File: src/rtl/cse_pkg.sv
package cse_pkg;

  typedef enum logic [1:0] {PH_W0, PH_W1, PH_DATA, PH_PAD} phase_t;

  typedef enum logic [2:0] {ST_IDLE, ST_RUN, ST_WAIT, ST_ISSUE, ST_HOLD} state_t;

  localparam logic [7:0] OP_NOP     = 8'h00;
  localparam logic [7:0] OP_DIRECT  = 8'h01;
  localparam logic [7:0] OP_INDEXED = 8'h09;

  localparam logic [1:0] SEL_CTRL = 2'd0;
  localparam logic [1:0] SEL_HEAD = 2'd1;
  localparam logic [1:0] SEL_TAIL = 2'd2;

  typedef struct packed {
    logic startRun;
    logic advPtr;
    logic capWord0;
    logic capIndexed;
    logic loadDirect;
    logic loadData;
    logic decCount;
    logic setErr;
  } strobe_t;

endpackage

File: src/rtl/cse_dpath.sv
module cse_dpath
  import cse_pkg::*;
#(
  parameter int AW    = 32,
  parameter int RA_W  = 20,
  parameter int CNT_W = 16
) (
  input  logic            clk,
  input  logic            rstN,
  input  strobe_t         strb,
  input  logic            busy,
  input  logic            cfgWe,
  input  logic [1:0]      cfgSel,
  input  logic [31:0]     cfgWdata,
  output logic [31:0]     cfgRdata,
  input  logic [31:0]     memRdData,
  output logic [AW-1:0]   memAddr,
  output logic            enable,
  output logic            errFlag,
  output logic            atTail,
  output logic            ptrOdd,
  output logic            word0CntZero,
  output logic            countIsOne,
  output logic [7:0]      opcode,
  output logic [RA_W-1:0] regWrAddr,
  output logic [31:0]     regWrData,
  output logic [3:0]      regWrBe
);

  localparam logic [AW-1:0]    WORD_STEP = AW'(4);
  localparam logic [CNT_W-1:0] CNT_ONE   = CNT_W'(1);

  logic [AW-1:0]    headPtr, tailPtr, fetchPtr;
  logic [31:0]      word0;
  logic [RA_W-1:0]  burstAddr;
  logic [CNT_W-1:0] burstLeft;

  always_ff @(posedge clk or negedge rstN) begin
    if (!rstN) begin
      enable    <= 1'b0;
      errFlag   <= 1'b0;
      headPtr   <= '0;
      tailPtr   <= '0;
      fetchPtr  <= '0;
      word0     <= '0;
      burstAddr <= '0;
      burstLeft <= '0;
      regWrAddr <= '0;
      regWrData <= '0;
      regWrBe   <= '0;
    end else begin
      if (cfgWe && !busy) begin
        unique case (cfgSel)
          SEL_CTRL: enable  <= cfgWdata[0];
          SEL_HEAD: headPtr <= cfgWdata[AW-1:0];
          SEL_TAIL: tailPtr <= cfgWdata[AW-1:0];
          default: ;
        endcase
      end
      if (strb.startRun) begin
        fetchPtr <= headPtr;
        errFlag  <= 1'b0;
      end
      if (strb.advPtr)   fetchPtr <= fetchPtr + WORD_STEP;
      if (strb.capWord0) word0    <= memRdData;
      if (strb.capIndexed) begin
        burstAddr <= memRdData[RA_W-1:0];
        burstLeft <= word0[CNT_W-1:0];
      end
      if (strb.loadDirect) begin
        regWrAddr <= memRdData[RA_W-1:0];
        regWrBe   <= memRdData[23:20];
        regWrData <= word0;
      end
      if (strb.loadData) begin
        regWrAddr <= burstAddr;
        regWrBe   <= 4'hF;
        regWrData <= memRdData;
      end
      if (strb.decCount) burstLeft <= burstLeft - CNT_ONE;
      if (strb.setErr)   errFlag   <= 1'b1;
    end
  end

  assign memAddr      = fetchPtr;
  assign atTail       = (fetchPtr == tailPtr);
  assign ptrOdd       = fetchPtr[2];
  assign word0CntZero = (word0[CNT_W-1:0] == '0);
  assign countIsOne   = (burstLeft == CNT_ONE);
  assign opcode       = memRdData[31:24];

  always_comb begin
    unique case (cfgSel)
      SEL_CTRL: cfgRdata = {29'd0, errFlag, busy, enable};
      SEL_HEAD: cfgRdata = 32'(headPtr);
      SEL_TAIL: cfgRdata = 32'(tailPtr);
      default:  cfgRdata = '0;
    endcase
  end

endmodule

File: src/rtl/cse_ctrl.sv
module cse_ctrl
  import cse_pkg::*;
(
  input  logic       clk,
  input  logic       rstN,
  input  logic       cfgWe,
  input  logic [1:0] cfgSel,
  input  logic       enable,
  input  logic       atTail,
  input  logic       ptrOdd,
  input  logic       word0CntZero,
  input  logic       countIsOne,
  input  logic [7:0] opcode,
  input  logic       memRdValid,
  input  logic       regWrReady,
  output strobe_t    strb,
  output logic       busy,
  output logic       memReq,
  output logic       regWrValid
);

  state_t stateQ, stateD;
  phase_t phaseQ, phaseD;
  logic   wrDone;

  always_ff @(posedge clk or negedge rstN) begin
    if (!rstN) begin
      stateQ <= ST_IDLE;
      phaseQ <= PH_W0;
    end else begin
      stateQ <= stateD;
      phaseQ <= phaseD;
    end
  end

  assign busy       = (stateQ != ST_IDLE);
  assign memReq     = (stateQ == ST_RUN) && !atTail;
  assign regWrValid = (stateQ == ST_ISSUE);
  assign wrDone     = ((stateQ == ST_ISSUE) || (stateQ == ST_HOLD)) && regWrReady;

  always_comb begin
    stateD = stateQ;
    phaseD = phaseQ;
    strb   = '0;
    unique case (stateQ)
      ST_IDLE: begin
        if (cfgWe && (cfgSel == SEL_TAIL) && enable) begin
          strb.startRun = 1'b1;
          stateD        = ST_RUN;
          phaseD        = PH_W0;
        end
      end
      ST_RUN: begin
        stateD = atTail ? ST_IDLE : ST_WAIT;
      end
      ST_WAIT: begin
        if (memRdValid) begin
          strb.advPtr = 1'b1;
          stateD      = ST_RUN;
          unique case (phaseQ)
            PH_W0: begin
              strb.capWord0 = 1'b1;
              phaseD        = PH_W1;
            end
            PH_W1: begin
              phaseD = PH_W0;
              if (opcode == OP_DIRECT) begin
                strb.loadDirect = 1'b1;
                stateD          = ST_ISSUE;
              end else if (opcode == OP_INDEXED) begin
                strb.capIndexed = 1'b1;
                if (!word0CntZero) phaseD = PH_DATA;
              end else if (opcode != OP_NOP) begin
                strb.setErr = 1'b1;
                stateD      = ST_IDLE;
              end
            end
            PH_DATA: begin
              strb.loadData = 1'b1;
              stateD        = ST_ISSUE;
            end
            default: phaseD = PH_W0;
          endcase
        end
      end
      ST_ISSUE, ST_HOLD: begin
        if (wrDone) begin
          stateD = ST_RUN;
          if (phaseQ == PH_DATA) begin
            strb.decCount = 1'b1;
            if (countIsOne) phaseD = ptrOdd ? PH_PAD : PH_W0;
          end
        end else begin
          stateD = ST_HOLD;
        end
      end
      default: stateD = ST_IDLE;
    endcase
  end

endmodule

File: src/rtl/cmd_stream_exec.sv
module cmd_stream_exec
  import cse_pkg::*;
#(
  parameter int AW    = 32,
  parameter int RA_W  = 20,
  parameter int CNT_W = 16
) (
  input  logic            clk,
  input  logic            rstN,
  input  logic            cfgWe,
  input  logic [1:0]      cfgSel,
  input  logic [31:0]     cfgWdata,
  output logic [31:0]     cfgRdata,
  output logic            memReq,
  output logic [AW-1:0]   memAddr,
  input  logic            memRdValid,
  input  logic [31:0]     memRdData,
  output logic            regWrValid,
  output logic [RA_W-1:0] regWrAddr,
  output logic [31:0]     regWrData,
  output logic [3:0]      regWrBe,
  input  logic            regWrReady
);

  strobe_t    strb;
  logic       busyW, errW, enableW;
  logic       atTailW, ptrOddW, cntZeroW, cntOneW;
  logic [7:0] opcodeW;

  cse_ctrl u_ctrl (
    .clk          (clk),
    .rstN         (rstN),
    .cfgWe        (cfgWe),
    .cfgSel       (cfgSel),
    .enable       (enableW),
    .atTail       (atTailW),
    .ptrOdd       (ptrOddW),
    .word0CntZero (cntZeroW),
    .countIsOne   (cntOneW),
    .opcode       (opcodeW),
    .memRdValid   (memRdValid),
    .regWrReady   (regWrReady),
    .strb         (strb),
    .busy         (busyW),
    .memReq       (memReq),
    .regWrValid   (regWrValid)
  );

  cse_dpath #(.AW(AW), .RA_W(RA_W), .CNT_W(CNT_W)) u_dpath (
    .clk          (clk),
    .rstN         (rstN),
    .strb         (strb),
    .busy         (busyW),
    .cfgWe        (cfgWe),
    .cfgSel       (cfgSel),
    .cfgWdata     (cfgWdata),
    .cfgRdata     (cfgRdata),
    .memRdData    (memRdData),
    .memAddr      (memAddr),
    .enable       (enableW),
    .errFlag      (errW),
    .atTail       (atTailW),
    .ptrOdd       (ptrOddW),
    .word0CntZero (cntZeroW),
    .countIsOne   (cntOneW),
    .opcode       (opcodeW),
    .regWrAddr    (regWrAddr),
    .regWrData    (regWrData),
    .regWrBe      (regWrBe)
  );

endmodule

File: config.mk
export PLATFORM = sky130hd
export DESIGN_NAME = cmd_stream_exec
export DESIGN_NICKNAME = d
export VERILOG_FILES = /design/src/rtl/cse_pkg.sv /design/src/rtl/cse_dpath.sv /design/src/rtl/cse_ctrl.sv /design/src/rtl/cmd_stream_exec.sv
export SDC_FILE = /design/constraint.sdc
export NUM_CORES = 1
export LEC_CHECK = 0
export BUFFER_PORTS_ARGS = -buffer_cell sky130_fd_sc_hd__clkbuf_2
export CAP_MARGIN = 5
export CORE_ASPECT_RATIO = 0.8
export CORE_UTILIZATION = 56
export CTS_CLUSTER_DIAMETER = 150
export DETAILED_ROUTE_END_ITERATION = 10
export PLACE_DENSITY = 0.8
export SLEW_MARGIN = 10
export SYNTH_ARGS = -nofsm -noshare
export SYNTH_HDL_FRONTEND = slang
export SYNTH_SLANG_ARGS = --single-unit
File: constraint.sdc
create_clock -name clk -period 2.55 [get_ports clk]
set_input_delay 0.1275 -clock clk [delete_from_list [all_inputs] [get_ports clk]]
set_output_delay 0.1275 -clock clk [all_outputs]
set_load 0.01 [all_outputs]
Word-level counts from Yosys, hierarchy flattened
Index checks and enable logic that the tools add are counted.
Widths: inputs -> output; s select.

cells by class
  add/subtract/negate cells = 2
  equal/unequal tests = 18
  mux-type cells = 51
  reductions and logical operators = 25

operators with widths
  operator               number
  $mux 32                4
  $pmux 32 s3            1
  $mux 20                2
  $add 32x3->32 const B  1
  $eq 32x32->1           1
  $mux 16                2
  $mux 2                 11
  $mux 1                 19
  $eq 16x1->1 const B    1
  $logic_not 16->1       1
  $sub 16x1->16 const B  1
  $mux 3                 4
  $pmux 2 s3             2
  $pmux 3 s4             1
  $mux 5                 2
  $eq 8x1->1 const B     1
  $eq 8x4->1 const B     1
  $mux 4                 2
  $reduce_and 2->1       4
  $reduce_bool 2->1      4
  $reduce_bool 8->1      1
  $reduce_and 7->1       1
  $eq 3x2->1 const B     2
  $ne 2x1->1 const B     3
  other kinds (13)       24

storage, ports and cells
  bits in registers = 227
  logic and storage cells = 109
  output and inout port bits = 122

Logic depth before layout (Yosys ltp)
Gate-level depths: netlist of the first run.

  word-level depth = 8
  depth in mapped cells = 9

Cells and area by module
A second synthesis of the first run with hierarchy kept.

second synthesis, totals
  cell total of the unflattened synthesis = 995
  area, all modules = 11199.5 µm²

by module, submodules not included
  module     instances  area an instance (µm²)  cells each  sequential area each (µm²)
  cse_dpath  1          10630.2                 923         5555.3
  cse_ctrl   1          569.3                   72          125.1

Worst setup path after synthesis of the first run
OpenSTA, ideal clock, no wires.

  path kind = reg2reg
  start point = reg u_ctrl.phaseQ[0]
  end point = reg u_ctrl.phaseQ[0]
  arrival = 1.948 ns
  buffers on the path = 1
  clock period less this slack = 2.072 ns
  stages on the path, launching flop included = 9
  required time = 2.425 ns
  slack = 0.478 ns
  path through = dfrtp_1 > inv_1 > ha_1 > clkbuf_1 > nand4b_1 > o31ai_1 > o2111ai_1 > a32oi_1 > mux2_2

between the ends
  word-level cells in the longest chain between the ends = 4

ends and longest elaborated chain
  what                                RTL line                        source
  start, declared                     cse_ctrl.sv:23                  phase_t phaseQ, phaseD;
  start signal, assigned              cse_ctrl.sv:32                  phaseQ <= phaseD;
  $eq 2x2->1 (tied with other cells)  cse_ctrl.sv:60, cse_ctrl.sv:89
  $pmux 2 s3                          cse_ctrl.sv:60                  unique case (phaseQ)
  $mux 2                              cse_ctrl.sv:57                  if (memRdValid) begin
  $pmux 2 s3                          cse_ctrl.sv:45                  unique case (stateQ)

Parallel ways exist; a longest one is shown, timed or not. The select of a mux whose other input is x is not followed.
A chain may end at the register's enable or synchronous reset.

Worst setup path after layout of the first run
  start point = reg u_dpath.fetchPtr[16], in the netlist u_dpath.memAddr[16]
  end point = out memReq

between the ends
  word-level cells in the longest chain between the ends = 3

ends and longest elaborated chain
  what                    RTL line               source
  start, declared         cse_dpath.sv:33        logic [AW-1:0] headPtr, tailPtr, fetchPtr;
  start signal, assigned  cse_dpath.sv:61        fetchPtr <= headPtr;
  start signal, assigned  cse_dpath.sv:64        if (strb.advPtr) fetchPtr <= fetchPtr + WORD_STEP;
  $eq 32x32->1            cse_dpath.sv:86        assign atTail = (fetchPtr == tailPtr);
  $logic_not 1->1         cse_ctrl.sv:37         assign memReq = (stateQ == ST_RUN) && !atTail;
  $logic_and 1x1->1       cse_ctrl.sv:37
  end, declared           cmd_stream_exec.sv:14  output logic memReq,

No other way between the ends.

==> results of run 1 <==
-- worst register-to-register path, cell delays in order (launching register included) --
cell and delay, ns:
dfrtp_1 0.50, or4b_1 0.60, nor3_4 0.32, nor2_1 0.31, o21ai_0 0.27, o311ai_0 0.18
-- path summary, 6_finish.rpt --
| path | slack, ns | endpoint | cells past startpoint | startpoint |
|---|---|---|---|---|
| worst max-delay path | 0.15 | memReq | 6 | u_dpath.memAddr[16]$_DFFE_PN0P_ |
| worst min-delay path | 0.05 | u_dpath.enable$_DFFE_PN0P_ | 4 | cfgSel[1] |
| worst max register to register | 0.21 | u_dpath.memAddr[14]$_DFFE_PN0P_ | 5 | u_ctrl.stateQ[2]$_DFFE_PN0P_ |
| worst min register to register | 0.47 | u_dpath.burstAddr[8]$_DFFE_PN0P_ | 2 | u_dpath.burstAddr[8]$_DFFE_PN0P_ |
| max in group asynchronous | 1.45 | u_dpath.headPtr[15]$_DFFE_PN0P_ | 3 | rstN |
| min in group asynchronous | 0.30 | u_dpath.regWrAddr[8]$_DFFE_PN0P_ | 2 | rstN |
-- registers in the layout (all words and copies together) (netlist names), 2 cells and up --
register           flops
u_ctrl.phaseQ          2
u_dpath.headPtr       32
u_ctrl.stateQ          3
u_dpath.regWrBe        4
u_dpath.tailPtr       32
u_dpath.burstLeft     16
u_dpath.burstAddr     20
u_dpath.regWrAddr     20
u_dpath.memAddr       32
u_dpath.word0         32
u_dpath.regWrData     32
-- power breakdown --
part           leakage (nW)  internal [mW]  total, mW  switching [mW]
logic                  3.53           2.13       4.35            2.22
registers              2.92           4.98       6.35            1.36
clock network         0.361           2.02       3.40            1.37
-- per-layer routing --
metal | global-route usage | vias to the layer above | part of all wire
met5 | 0 | - | 0
met4 | 0.0834 | 0 | 0.025
met3 | 0.0646 | 69 | 0.077
met2 | 0.446 | 361 | 0.45
met1 | 0.433 | 4466 | 0.45
li1 | - | 4189 | -
-- cell families (layout without fill, tap and decap cells) --
family / Yosys count / after routing
AND/OR/NAND/NOR: 316 / 316
flip-flops: 227 / 227
AO/OA/AOI/OAI: 205 / 205
multiplexers: 151 / 151
buffers and inverters: 78 / 345
XOR/XNOR: 32 / 32
adder cells (fa/ha/maj): 7 / 7
-- what timing repair did --
item	CTS	global route
hold buffers	66	0
hold endpoints to repair	282	0
setup endpoints to repair	1	0
resized for setup	1	0
-- final cells by class --
class,instances,area [um2],share of cell area
Multi-Input combinational cell,711,4900,0.360
Clock buffer,32,629,0.0462
Sequential cell,227,5680,0.417
Clock inverter,6,113,0.00826
Timing Repair Buffer,289,1910,0.140
Inverter,18,67.6,0.00496
Tap cell,258,323,0.0237
-- placed cells by master (no fill, tap or decap), drive strengths merged, types with 3 or more instances in the layout --
cell type    count
a21oi           68
a221o            6
a22o            29
a31oi            6
a41oi            3
and2             3
and3             7
buf             32
bufinv           3
clkbuf         223
dfrtp          227
dlygate4sd3     66
ha               7
inv             20
mux2            97
mux2i           54
nand2          125
nand3           15
nand4           17
nor2            96
nor3            14
nor4            18
o211ai          20
o21ai           28
o22ai            4
o311ai          18
or3              5
or4              5
xor2            32
==> impl_results.md, run 1 <==
- Critical Path AT: 2.27 ns
- Pin slew with the least headroom to its limit: 1.00 ns
- Total track usage: 0.297
- Cells after DPL: 1,437
- Total die area: 20,000 um2
- H-tree levels: 1
- CP delay by family, top: simple AND/OR/NAND/NOR gates
- Largest net degree at the start of global routing: 120
- Routed length per instance: 18.8 um
- Worst hold margin: 0.0507 ns
- Top cells by count, synth: 227 x dfrtp_1, 123 x nand2_1, 97 x mux2_2
- Finished Layout Cells: 1,541
- Drt first pass iters: 5
- CTS Sinks: 227
- Nets: 1,348
- Synth Area in XOR/XNOR: 0.0257
- Initial antenna violation count: 0
- Initial Util: 0.572
- Root buf cell: clkbuf_16
- Top Ports: 193
- Number of flops mapped to enable cells by yosys: 0
- Crit start category: flop
- Area grow syn2layout: 25.2%
- Setup tns final: 0 ns
- Cts bufs inserted: 23
- First-pass GRT wire length: 46,400 um
- Asr flop ratio synth: 1.00
- Final Setup Violations: 0
- Clock Skew: 0.0137 ns
- Status: finished clean
- Max-cap violations: 0
- Max incr delay on CP: 0.49 ns
- Pleak: 6.81 nW
- Hold Vio Cnt, Final: 0
- Distinct cells, synth: 64
- Synth area leader: dfrtp_1
- Synth Area in Compound Gates: 0.129
- Die width: 158 um
- Flop and latch count out of synthesis: 227
- Pre-CTS setup slack: 0.321 ns
- Vias in the first global route: 8,915
- Synth Net Count: 1,094
- Most common cell in the netlist: dfrtp_1
- Avg Inst Size Synth: 10.7 um2
- CP endpoint kind: output port
- Buf/Inv on CP: 1
- Power Dens Cells: 1030 nW/um2
- Tcrit/Tclk final: 0.941
- Crit-path cells: xor2_1 -> nor4_2 -> nand4_1 -> nor2_1 -> nor2_1 -> clkbuf_2
- CORE AREA: 19,000 um2
- Fin. max-slew vios: 0
- Setup bufs post-CTS: 0
- Port bufs: 192
- Simple-gate share of the synthesized area: 0.134
- Top cell by count, worst path: nor2_1
- Largest family of logic cells by synthesized area: multiplexers
- Worst Slack Setup Final: 0.150 ns
- Relative slew margins: 0.330
- Fill cell count: 1,338
- CTS tree: yes
- Antenna-violating nets left: 0
- Min Tclk post-route: 2.40 ns
- Synth Instances: 1,016
- Dominant synthesized flop cell: dfrtp_1
- Area post-placement: 12,200 um2
- Max clock buf depth: 3
- Critical path class: flop to output port
- Routability-driven placement congestion ratio: 0.887
- Post-layout total power: 14.1 mW
- Synth warn: 0
- FMAX: 0.417 GHz
- Final Util: 0.716
- Clock Latency Late Sink: 0.52 ns
- Worst hold path class: input pin to flop
- Iteration-0 DRC Markers: 804
- Vias/cell: 5.90
- GR Overflow Total: 0
- Synthesized area: 10,900 um2
- Ratio of cells with drive above 1 in the final layout: 0.285
- Worst EP required: 2.42 ns
- Drt total wl: 29,000 um
- RSZ-0062 raised after global routing: false
- Post-synthesis mux area share: 0.150
- CP max FO: 8
- # DRC: 0
- Die height: 127 um
- Synth area leaders: dfrtp_1 52%, mux2_2 10%, mux2i_1 5.0%
- Post-route cell area: 13,600 um2
- Max IR drop VDD: 0.761 mV
- Post-synth top area share: 0.522
- DPL Wire Length: 19,200 um
- Seq/Total Area, Yosys: 0.522
- Clk pin slew, worst setup/hold paths: 0.06 ns
- Diodes inserted: 0
- Synth Area in Adders: 0.00805
- Via count of the routed design: 9,085
- CP max-delay cell: dfrtp_1
- FP Rows: 45
(Power assumes the default switching activity.)
==> run 2: changes to the inputs <==
==> constraint.sdc (replaced) <==
create_clock -name clk -period 2.55 [get_ports clk]
set_input_delay 0.255 -clock clk [delete_from_list [all_inputs] [get_ports clk]]
set_output_delay 0.255 -clock clk [all_outputs]
set_load 0.01 [all_outputs]
==> run 2 against run 1 <==
Highest routed layer unchanged. Power is 1.3% lower. Clock skew about the same. Critical endpoint unchanged. Worst setup slack improved by 0.0040 ns. Wire length down 2.2%. Final area is 2.1% lower. Critical path depth unchanged. First-iteration DRC count decreased by 0.62%.
==> impl_results.md, run 2 (same netlist as run 1, synthesis figures left out) <==
- Drt total wl: 28,300 um
- Hold Vio Cnt, Final: 0
- Initial Util: 0.572
- Launch point of the worst path: u_dpath.memAddr[10]$_DFFE_PN0P_
- Worst Slack Setup Final: 0.154 ns
- Worst hold path depth: 3
- Setup bufs post-CTS: 0
- Post-layout total power: 13.9 mW
- Area post-placement: 12,200 um2
- Vias/cell: 5.97
- Buf/Inv on CP: 1
- Max clock buf depth: 3
- Cts bufs inserted: 23
- Fill cell count: 1,438
- Commonest non-fill, non-tap cell in the layout: dfrtp_1
- FP Rows: 45
- Die width: 158 um
- Port bufs: 192
- Top Ports: 193
- Max-cap violations: 0
- Drt first pass iters: 5
- Pre-CTS setup slack: 0.244 ns
- DPL Wire Length: 19,400 um
- CP endpoint kind: output port
- H-tree levels: 1
- Max IR drop VDD: 0.687 mV
- Tcrit/Tclk final: 0.940
- Finished Layout Cells: 1,515
- CP max-delay cell: dfrtp_1
- Area grow syn2layout: 22.6%
- Total track usage: 0.286
- Root buf cell: clkbuf_16
- Crit-path cells: xor2_1 -> nor4_2 -> nand4_1 -> nor2_1 -> nor2_1 -> clkbuf_2
- Initial antenna violation count: 0
- Most frequent cells in the layout: 227 x dfrtp_1, 191 x clkbuf_2, 123 x nand2_1
- Critical path class: flop to output port
- Antenna-violating nets left: 0
- Worst hold path class: input pin to flop
- Worst EP required: 2.30 ns
- Die height: 127 um
- GR Overflow Total: 0
- Diodes inserted: 0
- Hold path start: memRdData[7]
- Min-Delay Endpoint: u_dpath.burstAddr[7]$_DFFE_PN0P_
- Vias in the first global route: 8,528
- Max incr delay on CP: 0.46 ns
- Reg2reg path depth: 6
- Final Setup Violations: 0
- # DRC: 0
- Min Tclk post-route: 2.40 ns
- Pleak: 6.70 nW
- Post-route cell area: 13,300 um2
- Via count of the routed design: 9,046
- Routability-driven placement congestion ratio: 0.861
- FMAX: 0.417 GHz
- Clk pin slew, worst setup/hold paths: 0.06 ns
- Status: finished clean
- Fin. max-slew vios: 0
- Cells after DPL: 1,439
- Relative slew margins: 0.276
- Worst r2r src: u_ctrl.stateQ[1]$_DFFE_PN0P_
- RSZ-0062 raised after global routing: false
- Total die area: 20,000 um2
- First-pass GRT wire length: 44,700 um
- Setup tns final: 0 ns
- Power Dens Cells: 1040 nW/um2
- Pin slew with the least headroom to its limit: 1.08 ns
- Crit start category: flop
- CORE AREA: 19,000 um2
- Nets: 1,319
- Clock Latency Late Sink: 0.51 ns
- Top cell by count, worst path: nor2_1
- Reg2Reg Setup Slack: 0.24 ns
- Largest net degree at the start of global routing: 69
- Ratio of cells with drive above 1 in the final layout: 0.295
- CP max FO: 6
- Routed length per instance: 18.7 um
- Reg-to-Reg End: u_dpath.memAddr[14]$_DFFE_PN0P_
- Iteration-0 DRC Markers: 799
- Critical Path AT: 2.14 ns
- CTS tree: yes
- Clock Skew: 0.0136 ns
- CTS Sinks: 227
- CP delay by family, top: simple AND/OR/NAND/NOR gates
==> run 2: cell count changes in the layout (fill, tap and decap cells not counted) <==
cell           previous run  this run
buf_4                    27        28
dlygate4sd3_1            66        35
clkinv_2                  1         5
clkbuf_8                  2         3
inv_6                     2         1
bufinv_16                 3         2
buf_12                    4         5
==> run 2: how the worst max path moves through the flow <==
stage / end / slack [ns] / cells after the start
after floorplan: u_ctrl.phaseQ[0]$_DFFE_PN0P_ / 0.48 / 8
after global placement: u_dpath.burstLeft[9]$_DFFE_PN0P_ / 0.27 / 6
after detailed placement: u_dpath.burstLeft[9]$_DFFE_PN0P_ / 0.24 / 6
after CTS: memReq / 0.13 / 6
after global routing: u_dpath.memAddr[7]$_DFFE_PN0P_ / 0.06 / 6
final: memReq / 0.15 / 6
==> run 2: worst min-delay path, cell delays in order <==
cell and delay [ns]:
clkbuf_2 0.11, nand2_1 0.06, nand2_1 0.05
==> run 2: report_power, final <==
group / switching [mW] / internal (mW)
combinational: 2.16 / 2.08
sequential: 1.33 / 4.98
clock: 1.40 / 1.96
total: 4.89 / 9.02
==> run 2: per-layer routing <==
layer	vias up	wire, um	GRT usage	share of wire
met4	0	769	0.0811	0.027
li1	4127	-	-	-
met1	4476	12600	0.427	0.45
met3	57	2440	0.0608	0.086
met2	386	12500	0.421	0.44
met5	-	0	0	0
==> run 2: stage by stage <==
step / utilization / hold WS (ns)
2_1_floorplan: - / -0.0406
3_3_place_gp: 0.644 / 0.249
3_5_place_dp: 0.644 / 0.245
4_1_cts: 0.701 / 0.0000440
5_1_grt: 0.701 / 0.0129
6_report: 0.701 / 0.000698
==> run 2: what timing repair did <==
| action | 4_1_cts | 5_1_grt |
|---|---|---|
| endpoints found under the hold margin | 114 | 0 |
| hold buffers | 35 | 0 |
| setup endpoints to repair | 1 | 0 |
| gates resized for setup | 1 | 0 |
==> run 2: cell type report <==
type                            count  area [um2]  area share
Tap cell                          258         323      0.0242
Timing Repair Buffer              260        1630       0.122
Inverter                           18        67.6     0.00506
Clock buffer                       33         643      0.0482
Sequential cell                   227        5680       0.426
Multi-Input combinational cell    711        4900       0.367
Clock inverter                      8        93.8     0.00703
